`src/rtl/swp_pkg.sv`:
```
package swp_pkg;

  typedef enum logic [2:0] {
    PS_SLEEP,
    PS_DEGLITCH,
    PS_LOAD,
    PS_RDY_BRK,
    PS_AWAKE
  } pwr_state_e;

  localparam int unsigned BRK_NUM = 1391;
  localparam int unsigned BRK_DEN = 1000;

  // ready break length in ticks, fixed-point ratio rounded up
  function automatic int unsigned ready_brk_ticks(input int unsigned bit_ticks);
    return (bit_ticks * BRK_NUM + BRK_DEN - 1) / BRK_DEN;
  endfunction

endpackage

```
`src/rtl/swp_edge_det.sv`:
```
module swp_edge_det (
  input  logic clk,
  input  logic rst_n,
  input  logic line_i,
  output logic fall_o,
  output logic any_o
);

  logic prev_q;

  always_ff @(posedge clk or negedge rst_n) begin
    if (!rst_n) prev_q <= 1'b0;
    else        prev_q <= line_i;
  end

  assign fall_o = prev_q & ~line_i;
  assign any_o  = prev_q ^ line_i;

endmodule

```
`src/rtl/swp_interval.sv`:
```
module swp_interval #(
  parameter int W = 8
) (
  input  logic         clk,
  input  logic         rst_n,
  input  logic         clr_i,
  input  logic         tick_i,
  input  logic [W-1:0] limit_i,
  output logic         expire_o
);

  logic [W-1:0] cnt_q;
  logic         at_end;

  assign at_end   = (cnt_q == limit_i - W'(1));
  assign expire_o = tick_i & at_end;

  // saturates on the last count until cleared
  always_ff @(posedge clk or negedge rst_n) begin
    if (!rst_n)                cnt_q <= '0;
    else if (clr_i)            cnt_q <= '0;
    else if (tick_i && !at_end) cnt_q <= cnt_q + W'(1);
  end

endmodule

```
`src/rtl/swp_cfg_loader.sv`:
```
module swp_cfg_loader #(
  parameter int NBYTES = 2,
  parameter int AW     = 4
) (
  input  logic                clk,
  input  logic                rst_n,
  input  logic                start_i,
  output logic                rd_valid_o,
  output logic [AW-1:0]       rd_addr_o,
  input  logic                rd_ready_i,
  input  logic [7:0]          rd_data_i,
  output logic [NBYTES*8-1:0] cfg_o,
  output logic                done_o
);

  localparam int IW = (NBYTES > 1) ? $clog2(NBYTES) : 1;

  logic          busy_q;
  logic [IW-1:0] idx_q;
  logic          last;
  logic          hs;

  assign last       = (idx_q == IW'(NBYTES - 1));
  assign hs         = busy_q & rd_ready_i;
  assign rd_valid_o = busy_q;
  assign rd_addr_o  = AW'(idx_q);
  assign done_o     = hs & last;

  always_ff @(posedge clk or negedge rst_n) begin
    if (!rst_n) begin
      busy_q <= 1'b0;
      idx_q  <= '0;
    end else if (start_i) begin
      busy_q <= 1'b1;
      idx_q  <= '0;
    end else if (hs) begin
      if (last) busy_q <= 1'b0;
      else      idx_q  <= idx_q + IW'(1);
    end
  end

  for (genvar g = 0; g < NBYTES; g++) begin : g_byte
    logic [7:0] byte_q;
    always_ff @(posedge clk or negedge rst_n) begin
      if (!rst_n)                          byte_q <= 8'h00;
      else if (hs && idx_q == IW'(g))      byte_q <= rd_data_i;
    end
    assign cfg_o[g*8 +: 8] = byte_q;
  end

endmodule

```
`src/rtl/swire_power_ctl.sv`:
```
module swire_power_ctl
  import swp_pkg::*;
#(
  parameter int unsigned DEGLITCH_TICKS = 20,
  parameter int unsigned BIT_TICKS      = 43,
  parameter int unsigned IDLE_TICKS     = 1000000,
  parameter int unsigned CFG_BYTES      = 2,
  parameter int unsigned OTP_AW         = 4,
  parameter int unsigned FUSE_BIT       = 2
) (
  input  logic                   clk,
  input  logic                   rst_n,
  input  logic                   time_tick,
  input  logic                   bus_in,
  input  logic                   ctl_wr_en,
  input  logic [1:0]             ctl_wr_data,
  output logic                   cfg_rd_valid,
  output logic [OTP_AW-1:0]      cfg_rd_addr,
  input  logic                   cfg_rd_ready,
  input  logic [7:0]             cfg_rd_data,
  output logic [CFG_BYTES*8-1:0] dflt_cfg,
  output logic                   bus_pull_dn,
  output logic                   core_rst_n,
  output logic                   sleep_flag
);

  localparam int unsigned BRK_TICKS = ready_brk_ticks(BIT_TICKS);
  localparam int unsigned PH_MAX    = (BRK_TICKS > DEGLITCH_TICKS) ? BRK_TICKS : DEGLITCH_TICKS;
  localparam int          PH_W      = $clog2(PH_MAX + 1);
  localparam int          IDLE_W    = $clog2(IDLE_TICKS + 1);
  localparam logic [PH_W-1:0]   DG_LIM   = PH_W'(DEGLITCH_TICKS);
  localparam logic [PH_W-1:0]   BRK_LIM  = PH_W'(BRK_TICKS);
  localparam logic [IDLE_W-1:0] IDLE_LIM = IDLE_W'(IDLE_TICKS);

  pwr_state_e state_q, state_d;

  logic line_fall, line_edge;
  logic ph_clr, ph_tick, ph_exp;
  logic [PH_W-1:0] ph_limit;
  logic idle_clr, idle_exp;
  logic load_start, load_done;
  logic auto_en_q, auto_eff;

  swp_edge_det u_edge (
    .clk    (clk),
    .rst_n  (rst_n),
    .line_i (bus_in),
    .fall_o (line_fall),
    .any_o  (line_edge)
  );

  // shared by the deglitch window and the ready break
  assign ph_limit = (state_q == PS_RDY_BRK) ? BRK_LIM : DG_LIM;
  assign ph_tick  = time_tick & ((state_q == PS_RDY_BRK) | ~bus_in);
  assign ph_clr   = (state_d != state_q);

  swp_interval #(.W(PH_W)) u_phase (
    .clk      (clk),
    .rst_n    (rst_n),
    .clr_i    (ph_clr),
    .tick_i   (ph_tick),
    .limit_i  (ph_limit),
    .expire_o (ph_exp)
  );

  assign idle_clr = (state_q != PS_AWAKE) | line_edge;

  swp_interval #(.W(IDLE_W)) u_idle (
    .clk      (clk),
    .rst_n    (rst_n),
    .clr_i    (idle_clr),
    .tick_i   (time_tick),
    .limit_i  (IDLE_LIM),
    .expire_o (idle_exp)
  );

  swp_cfg_loader #(.NBYTES(CFG_BYTES), .AW(OTP_AW)) u_load (
    .clk        (clk),
    .rst_n      (rst_n),
    .start_i    (load_start),
    .rd_valid_o (cfg_rd_valid),
    .rd_addr_o  (cfg_rd_addr),
    .rd_ready_i (cfg_rd_ready),
    .rd_data_i  (cfg_rd_data),
    .cfg_o      (dflt_cfg),
    .done_o     (load_done)
  );

  assign auto_eff = auto_en_q & dflt_cfg[FUSE_BIT];

  always_comb begin
    state_d = state_q;
    unique case (state_q)
      PS_SLEEP:    if (line_fall) state_d = PS_DEGLITCH;
      PS_DEGLITCH: begin
        if (bus_in)      state_d = PS_SLEEP;
        else if (ph_exp) state_d = PS_LOAD;
      end
      PS_LOAD:     if (load_done) state_d = PS_RDY_BRK;
      PS_RDY_BRK:  if (ph_exp) state_d = PS_AWAKE;
      PS_AWAKE:    if (idle_exp && auto_eff) state_d = PS_SLEEP;
      default:     state_d = PS_SLEEP;
    endcase
  end

  assign load_start = (state_q == PS_DEGLITCH) && (state_d == PS_LOAD);

  always_ff @(posedge clk or negedge rst_n) begin
    if (!rst_n) state_q <= PS_SLEEP;
    else        state_q <= state_d;
  end

  always_ff @(posedge clk or negedge rst_n) begin
    if (!rst_n)                      auto_en_q <= 1'b1;
    else if (load_start)             auto_en_q <= 1'b1;
    else if (ctl_wr_en && core_rst_n) auto_en_q <= ctl_wr_data[1] | ctl_wr_data[0];
  end

  assign sleep_flag  = (state_q == PS_SLEEP) || (state_q == PS_DEGLITCH);
  assign core_rst_n  = ~sleep_flag;
  assign bus_pull_dn = (state_q == PS_RDY_BRK);

endmodule

```
`config.mk`:
```
export PLATFORM = sky130hd
export DESIGN_NAME = swire_power_ctl
export DESIGN_NICKNAME = d
export VERILOG_FILES = /design/src/rtl/swp_pkg.sv /design/src/rtl/swp_edge_det.sv /design/src/rtl/swp_interval.sv /design/src/rtl/swp_cfg_loader.sv /design/src/rtl/swire_power_ctl.sv
export SDC_FILE = /design/constraint.sdc
export NUM_CORES = 1
export LEC_CHECK = 0
export ABC_AREA = 1
export BUFFER_PORTS_ARGS = -buffer_cell sky130_fd_sc_hd__buf_2
export CAP_MARGIN = 0
export CELL_PAD_IN_SITES_DETAIL_PLACEMENT = 0
export CELL_PAD_IN_SITES_GLOBAL_PLACEMENT = 1
export CORE_MARGIN = 2
export CORE_UTILIZATION = 40
export DETAILED_ROUTE_END_ITERATION = 16
export GPL_TIMING_DRIVEN = 0
export PLACE_DENSITY_LB_ADDON = 0.3
export SYNTH_ARGS = -nofsm -noshare
export SYNTH_HDL_FRONTEND = slang
export SYNTH_SLANG_ARGS = --single-unit
```
`constraint.sdc`:
```
create_clock -name clk -period 2.22 [get_ports clk]
set_input_delay 0.222 -clock clk [delete_from_list [all_inputs] [get_ports clk]]
set_output_delay 0.222 -clock clk [all_outputs]
set_load 0.005 [all_outputs]
```
### After elaboration in Yosys (flattened, before gate mapping)

Cells that the tools add are included.

* bits in registers: 49
* bits in latches: 0
* memory bits (writable): 0
* bits in read-only memories: 0
* input port bits: 16
* word-level logic and storage cells: 73
* memories: 0

* $add $sub $neg: 4
* $mul: 0
* divide/modulo/power cells: 0
* $lt $le $gt $ge: 0
* eq/ne operators: 9
* shifts and indexed selects: 0
* muxes and demuxes: 20
* bitwise logic cells: 14
* reduce and logical (&&, ||, !) cells: 17

Operator list (number)
* 20-bit 2-to-1 mux: 2
* 20-bit by 1-bit adder with 20-bit output (second input constant): 1
* 20-bit equality test (second input constant): 1
* 3-bit 2-to-1 mux: 6
* 6-bit 2-to-1 mux: 3
* 3-bit one-hot mux with 5 select lines: 1
* 2-bit nonzero test: 5
* 3-bit by 2-bit equality test with 1-bit output (second input constant): 3
* 1-bit 2-to-1 mux: 8
* 1-bit AND: 7
* 1-bit logical AND: 7
* 6-bit by 1-bit adder with 6-bit output (second input constant): 1
* 6-bit equality test: 1
* 6-bit by 1-bit subtractor with 6-bit output (second input constant): 1
* 3-bit by 1-bit equality test with 1-bit output (second input constant): 1
* 3-bit equality test (second input constant): 1
* 3-bit logical NOT: 1
* 3-bit inequality test: 1
* 3-bit inequality test (second input constant): 1
* 1-bit inverter: 3
* 1-bit OR: 3
* 1-bit logical NOT: 2
* 2-bit AND reduction: 1
* 1-bit adder (second input constant): 1
* other kinds (2): 2

### Longest topological paths before layout

Gate-level depths: netlist of the first run.

* depth in word-level cells: 12
* gate-level depth with buffers: 11

### By module

Synthesis of the first run repeated with hierarchy kept, for this count alone.

* cell total of the unflattened synthesis: 640
* area, all modules: 4152.7 um^2

By module, submodules not included
* swp_interval at u_idle: instances 1, cells an instance 399, area an instance 2362.3 um^2
* swp_cfg_loader: instances 1, cells an instance 85, area an instance 803.3 um^2
* swp_interval at u_phase: instances 1, cells an instance 102, area an instance 633.1 um^2
* swire_power_ctl: instances 1, cells an instance 50, area an instance 309.0 um^2
* swp_edge_det: instances 1, cells an instance 4, area an instance 45.0 um^2

### Least setup slack after synthesis of the first run

Ideal clock, no wire load.

* kind: register to register
* from: register u_phase.cnt_q[0]
* to: register u_phase.cnt_q[0]
* arrival: 1.411 ns
* slack: 0.690 ns
* cell stages (with the launch flop): 9
* buffers on the path: 0
* clock period less this slack: 1.530 ns
* path through: dfrtp_1 -> ha_1 -> inv_1 -> nor3_1 -> nand3_1 -> nand2_1 -> o21ai_0 -> nand3_2 -> nor2_1

* longest elaborated chain between the ends: 7
* elaborated cells on any way between the ends: 13
* those cells by class: add/sub: 1; eq/ne: 2; mux: 6; bitwise: 1; reduce/logical: 3

RTL lines
* start, declared: RTL line swp_interval.sv:12 `logic [W-1:0] cnt_q;`
* start signal, assigned: RTL line swp_interval.sv:22 `else if (tick_i && !at_end) cnt_q <= cnt_q + W'(1);`
* 6-bit equality test: RTL line swp_interval.sv:15 `assign at_end = (cnt_q == limit_i - W'(1));`
* 1-bit AND: RTL line swp_interval.sv:16 `assign expire_o = tick_i & at_end;`
* 3-bit 2-to-1 mux: RTL line swire_power_ctl.sv:97 `else if (ph_exp) state_d = PS_LOAD;`
* 3-bit 2-to-1 mux: RTL line swire_power_ctl.sv:96 `if (bus_in) state_d = PS_SLEEP;`
* 3-bit one-hot mux with 5 select lines: RTL line swire_power_ctl.sv:93 `unique case (state_q)`
* 3-bit inequality test: RTL line swire_power_ctl.sv:55 `assign ph_clr = (state_d != state_q);`
* 6-bit 2-to-1 mux / 2-bit nonzero test (equally long branches)

Several ways; a longest one is shown, not always the timed one. The select of a mux whose other input is x is not followed.
A chain may end at the register's enable or synchronous reset.

### Worst setup path in the final report of the first run

* from: register u_edge.prev_q
* to: register u_idle.cnt_q[13]

* longest elaborated chain between the ends: 3
* elaborated cells on any way between the ends: 4
* those cells by class: mux: 1; bitwise: 2; reduce/logical: 1

RTL lines
* start, declared: RTL line swp_edge_det.sv:9 `logic prev_q;`
* start signal, assigned: RTL line swp_edge_det.sv:13 `else prev_q <= line_i;`
* 1-bit XOR *: RTL line swp_edge_det.sv:17 `assign any_o = prev_q ^ line_i;`
* 1-bit OR *: RTL line swire_power_ctl.sv:66 `assign idle_clr = (state_q != PS_AWAKE) | line_edge;`
* 20-bit 2-to-1 mux / 2-bit nonzero test (equally long branches)
* end signal, assigned: RTL line swp_interval.sv:22
* end, declared: RTL line swp_interval.sv:12

Every way passes the cells marked *; elsewhere a longest branch is shown, timed or not.

==> results of run 1 <==
==> sequential cells by signal (all words and copies together), names as in the netlist <==
register / flops
auto_en_q: 1
u_load.g_byte.byte_q: 16
u_load.rd_valid_o: 1
u_phase.cnt_q: 6
u_load.idx_q: 1
u_idle.cnt_q: 20
state_q: 3
u_edge.prev_q: 1
==> worst paths after layout <==
kind / cells past startpoint / slack [ps] / from / endpoint
hold reg to reg: 2 / 490 / u_load.g_byte[1].byte_q[4] / u_load.g_byte[1].byte_q[4]
hold / removal: 1 / 90 / bus_in / u_edge.prev_q
min in group asynchronous: 1 / 100 / rst_n / u_idle.cnt_q[14]
max in group asynchronous: 1 / 1420 / rst_n / state_q[1]
setup / recovery: 7 / 340 / u_edge.prev_q / u_idle.cnt_q[13]
setup reg to reg: 7 / 340 / u_edge.prev_q / u_idle.cnt_q[13]
==> layout make-up <==
class / instances / area share (%)
timing repair buffer: 36 / 5.835
clock buffer: 5 / 2.229
inverter: 45 / 5.511
buffer: 8 / 1.742
sequential: 49 / 39.75
tap: 77 / 3.120
clock inverter: 3 / 2.229
multi-input combinational: 238 / 39.59
==> cell families after synthesis <==
| logic type | Yosys count | synth area share (%) |
|---|---|---|
| other | 1 | 0.1406 |
| AO/OA/AOI/OAI | 45 | 9.573 |
| buffers and inverters | 53 | 8.399 |
| adder cells (fa/ha/maj) | 3 | 1.408 |
| AND/OR/NAND/NOR | 174 | 30.17 |
| XOR/XNOR | 13 | 4.270 |
| flip-flops | 49 | 46.03 |
==> cells in the mapped netlist, types with 4 or more instances <==
cell type and instances:
inv_1 43, nor2_1 36, buf_4 4, o21ai_0 30, nor3_1 9, nand2_1 77, o31ai_1 4, nand3_1 25
nand2_2 6, a21oi_1 5, nand4_1 10, dfrtp_1 48, xor2_1 10
==> power by group through the flow <==
stage | clock [uW] | combinational, uW | sequential [uW]
global route | 816 | 107 | 911
finish | 775 | 90.6 | 909
detailed placement | 0 | 93.6 | 926
CTS | 797 | 94.0 | 909
floorplan | 0 | 48.1 | 925
global placement | 0 | 91.6 | 926
==> routing by layer <==
| layer | vias to the layer above | GRT usage, % | part of all wire [%] |
|---|---|---|---|
| met5 | - | 0 | 0 |
| met4 | 0 | 4.762 | 1.1 |
| met3 | 6 | 4.620 | 5.2 |
| met2 | 48 | 28.91 | 47 |
| met1 | 1047 | 23.50 | 47 |
| li1 | 1170 | - | - |
==> per-stage QoR <==
| step | area, um^2 | utilization [%] |
|---|---|---|
| after CTS | 3088 | 48.35 |
| final | 3088 | 48.35 |
| after global routing | 3088 | 48.35 |
| after global placement | 2950 | 46.20 |
| after floorplan | 2674 | - |
| after detailed placement | 2950 | 46.20 |
==> impl_metrics.toml, run 1 <==
[outcome]
status = "finished, final reports clean"

[worst_setup_path]
cp-start-kind = "flip-flop"
worstPathRequired_ps = 2410
crit_slowest_cell = "dfrtp_1"
end_kind = "flip-flop"
cp_top_family = "simple AND/OR/NAND/NOR gates"
crit_type = "flip-flop to flip-flop"
cp_max_fo = 10
crit_chain = "ha_1 > nand3_1 > inv_1 > nand2_2 > clkinv_2 > nand2_1 > o31ai_1"
crit_arrival_ps = 2070
critPathBufInv = 2
slowest_delay_ps = 380

[cells_and_area]
layoutNonFillerInstCount = 461
drive_gt1_share_pct = 18.75
syn_to_final_growth_pct = 15.81
layout_commonest_cell = "nand2_1"
fin_nets = 402
final_cell_mix = "77 x nand2_1, 48 x dfrtp_1, 43 x inv_1"
multiInputGateArea_um2 = 1222
n_fill_cell = 659
diodes = 0
seqCellArea_um2 = 1227

[logic_synthesis]
synth.yosys.seq_area_share_pct = 46.03
synth.distinct_cells = 31
ys_seq_elements = 49
synth_top_area_share_pct = 45.05
synth-async-reset-ratio_pct = 100.0
avgSynthCellArea_um2 = 7.888
netlist_area_um2 = 2666
synth_edf_count = 0
synth_area_leaders = "dfrtp_1 45%, nand2_1 11%, inv_1 6.1%, o21ai_0 5.6%, nor2_1 5.1%"
netlist_instances = 338
synth_top_cell_by_area = "dfrtp_1"
synth_flop_cell = "dfrtp_1"
ys_warn_count = 0

[clock_network]
clk_pin_slew_ps = 90
clk_latency_ps = 310
cts_tree = "done"
cts-root-buf = "clkbuf_8"
postCtsSetupBuffers = 0
clk_path_buf_depth = 2
clock_sinks = 49
ctsResizeCount = 0
htreeDepth = 2
cts_hold_buf = 0
cts-buffers-inserted = 5

[timing]
fmaxAchievable_mhz = 532.5
rsz0062_at_grt = "false"
post-route-period-util_pct = 84.59
finalSetupViolations = 0
max_slew.worst_pin.slew_ps = 1104
final-hold-violation-count = 0
slew_viol_final = 0
fin_skew_ps = 9.845
tns_ps = 0
slew_headroom_pct = 26.40
min_period_ps = 1878
holdWs_ps = 94.85
layout_setup_ws_ps = 342.1

[floorplanning]
start_util_pct = 41.75
design.die.area_um2 = 7335
coreArea_um2 = 6386
io-pin-count = 40
dieHeight_um = 85.65
num_rows = 29
fp.dieW_um = 85.65

[detailed_routing]
dr.pass1.iters = 4
ant_nets = 0
drc = 0
routed_wl_um = 5933
wl_per_cell_um = 12.87
avgViaCountPerCell = 4.926
vias = 2271
drt_iter0_markers = 89

[placed_design]
dpl_worst_slack_ps = 261.3
dp_cells = 453
io_buffers = 36
place_hpwl_um = 4438
routabilityCongestion = 0.8558

[hold_path]
worst_hold_path_type = "primary input to flip-flop"

[global_route]
grt_first_pass_wirelength_um = 10430
antenna_found_initial = 0
grt_pass1_vias = 2298
grt_max_degree = 50
gr-total-overflow = 0
grt_usage_pct = 17.73

[pwr]
p_clk_share_pct = 43.7
ir_drop_v = 0.0003877
pwr_density_cell_nw_per_um2 = 574.5
leakage_uw = 0.001539
power_frac_comb_pct = 5.1
power_uw = 1774
switching_share_pct = 21.86
p_switching_uw = 387.9
p_int_uw = 1386
p_seq_share_pct = 51.2

[flow_run]
cap_violations = 0
No activity file was read; power rests on OpenSTA's default activity.
==> run 2, diff against run 1 <==
CORE_UTILIZATION = 38   (was 40)
clock period = 1.62 ns   (was 2.22 ns; I/O delays follow)
==> run 2 against run 1 <==
Power increased by 38%. Clock skew is 2.7 ps lower. Largest cell class is now multi-input gates. Utilization increased by 3.0 points. Sequential share of layout area fell by 4.4 points. Largest power group unchanged. First-iteration DRC count grew 4.5%. Non-clock buffer count is 26 higher. Maximum frequency increased by 19%. Critical path depth unchanged. Sequential power grew 38%. Highest routed layer unchanged.
==> impl_metrics.toml, run 2 (synthesis gave the netlist of run 1 again) <==
[outcome]
status = "finished, final reports clean"

[worst_setup_path]
startpoint = "u_idle.cnt_q[4]"
cp_top_family = "simple AND/OR/NAND/NOR gates"
regToRegEndpoint = "u_idle.cnt_q[12]"
slowest_delay_ps = 470
crit_chain = "nand2_2 > nor3_4 > nand2_2 > nand2_4 > clkinvlp_4 > nand4_1 > o21ai_1"
r2r_slack_ps = 40
worstPathRequired_ps = 1820
cp-start-kind = "flip-flop"
end_kind = "flip-flop"
crit_type = "flip-flop to flip-flop"
rr_worst_depth = 7
cp.depth = 7
crit_arrival_ps = 1780
r2r_start = "u_idle.cnt_q[4]"
path_common_cell = "nand2_2"
crit_slowest_cell = "dfrtp_1"
cp_max_fo = 8
critPathBufInv = 1

[placed_design]
place_hpwl_um = 4431
routabilityCongestion = 0.8290
io_buffers = 36
dpl_worst_slack_ps = -308.7

[detailed_routing]
wl_per_cell_um = 12.74
drt-met1-wl_um = 3014
avgViaCountPerCell = 4.728
routed_wl_um = 6461
dr.pass1.iters = 5
vias = 2397
ant_nets = 0
dr_wl_met3_um = 294
wl_met2_um = 3033
drt_iter0_markers = 93
drc = 0
top_layer_used = "met4"

[clock_network]
cts_hold_buf = 0
clk_latency_ps = 310
cts-root-buf = "clkbuf_8"
clk_pin_slew_ps = 90
cts_tree = "done"
clk_path_buf_depth = 2
cts-buffers-inserted = 5
clock_sinks = 49
htreeDepth = 2

[timing]
tns_ps = 0
rsz0062_at_grt = "true"
post-route-period-util_pct = 97.44
final-hold-violation-count = 0
slew_viol_final = 0
holdWs_ps = 43.20
fin_skew_ps = 7.120
min_period_ps = 1578
max_slew.worst_pin.slew_ps = 1118
layout_setup_ws_ps = 41.55
finalSetupViolations = 0
slew_headroom_pct = 25.45
fmaxAchievable_mhz = 633.5

[flow_run]
cap_violations = 0

[floorplanning]
io-pin-count = 40
start_util_pct = 39.24
coreArea_um2 = 6794
num_rows = 30
design.die.area_um2 = 7703
dieHeight_um = 87.77
fp.dieW_um = 87.77

[pwr]
ir_drop_v = 0.0004092
leakage_uw = 0.001661
power_uw = 2441
pwr_density_cell_nw_per_um2 = 699.7

[global_route]
grt_first_pass_wirelength_um = 10830
antenna_found_initial = 0
grt_max_degree = 50
gr-total-overflow = 0
grt_pass1_vias = 2262
grt_usage_pct = 17.96

[hold_path]
worst_hold_path_type = "primary input to flip-flop"
whs_path_depth = 1
hold_path_end = "u_edge.prev_q"
min-delay-start = "bus_in"

[cells_and_area]
drive_gt1_share_pct = 31.14
multiInputGateArea_um2 = 1373
syn_to_final_growth_pct = 30.83
utilization_pct = 51.34
largest_register_ff_count = 20
fin_nets = 429
n_fill_cell = 669
largest_register = "u_idle.cnt_q"
final_cell_mix = "74 x nand2_1, 43 x dfrtp_1, 36 x inv_1, 36 x buf_2, 33 x nor2_1"
diodes = 0
top_regs = "u_idle.cnt_q (20), u_load.g_byte.byte_q (16), u_phase.cnt_q (6)"
layout_commonest_cell = "nand2_1"
seqCellArea_um2 = 1234
-- run 2: cell count changes in the layout (fill, tap and decap cells not counted), moves of 3 or more --
cell	delta
nor2_2	+3
nand3_4	+3
inv_2	+5
inv_1	-7
o21ai_0	-6
buf_4	+26
nor2_1	-3
o21ai_1	+6
nand2_1	-3
dfrtp_1	-5
dfrtp_2	+5
nand3_1	-5
nor3_1	-3
-- run 2: cell type report --
| class | count | area share, % |
|---|---|---|
| timing repair buffer | 62 | 10.76 |
| timing repair inverter | 1 | 0.3228 |
| clock inverter | 3 | 1.865 |
| sequential | 49 | 35.37 |
| tap | 96 | 3.443 |
| buffer | 8 | 1.614 |
| inverter | 45 | 5.308 |
| clock buffer | 5 | 1.973 |
| multi-input combinational | 238 | 39.35 |
-- run 2: metal layers --
| metal | GRT usage (%) | vias to the layer above |
|---|---|---|
| met5 | 0 | - |
| met4 | 4.755 | 0 |
| met3 | 4.147 | 10 |
| met2 | 28.72 | 46 |
| met1 | 24.63 | 1112 |
| li1 | - | 1229 |
-- run 2: where the power goes --
group / total, uW / internal [uW] / switching (uW)
sequential: 1250 / 1230 / 13.3
combinational: 149 / 56.0 / 92.9
clock: 1040 / 613 / 431
total: 2440 / 1900 / 537
-- run 2: how the worst max path moves through the flow --
stage,endpoint
final,u_idle.cnt_q[12]
after detailed placement,u_idle.cnt_q[10]
after floorplan,u_phase.cnt_q[0]
after CTS,u_idle.cnt_q[14]
after global routing,u_idle.cnt_q[19]
after global placement,u_idle.cnt_q[4]
-- run 2: per-stage QoR --
stage | cell area, um^2 | instances
CTS | 3183 | 486
detailed placement | 2974 | 472
floorplan | 2674 | 340
finish | 3488 | 507
global route | 3488 | 507
global placement | 2974 | 472
-- run 2: what timing repair did --
item                       in CTS  in global routing
setup endpoints to repair      25                 25
cloned                          0                  1
pin swaps                       2                 13
buffers inserted                6                 20
resized for setup               8                 46
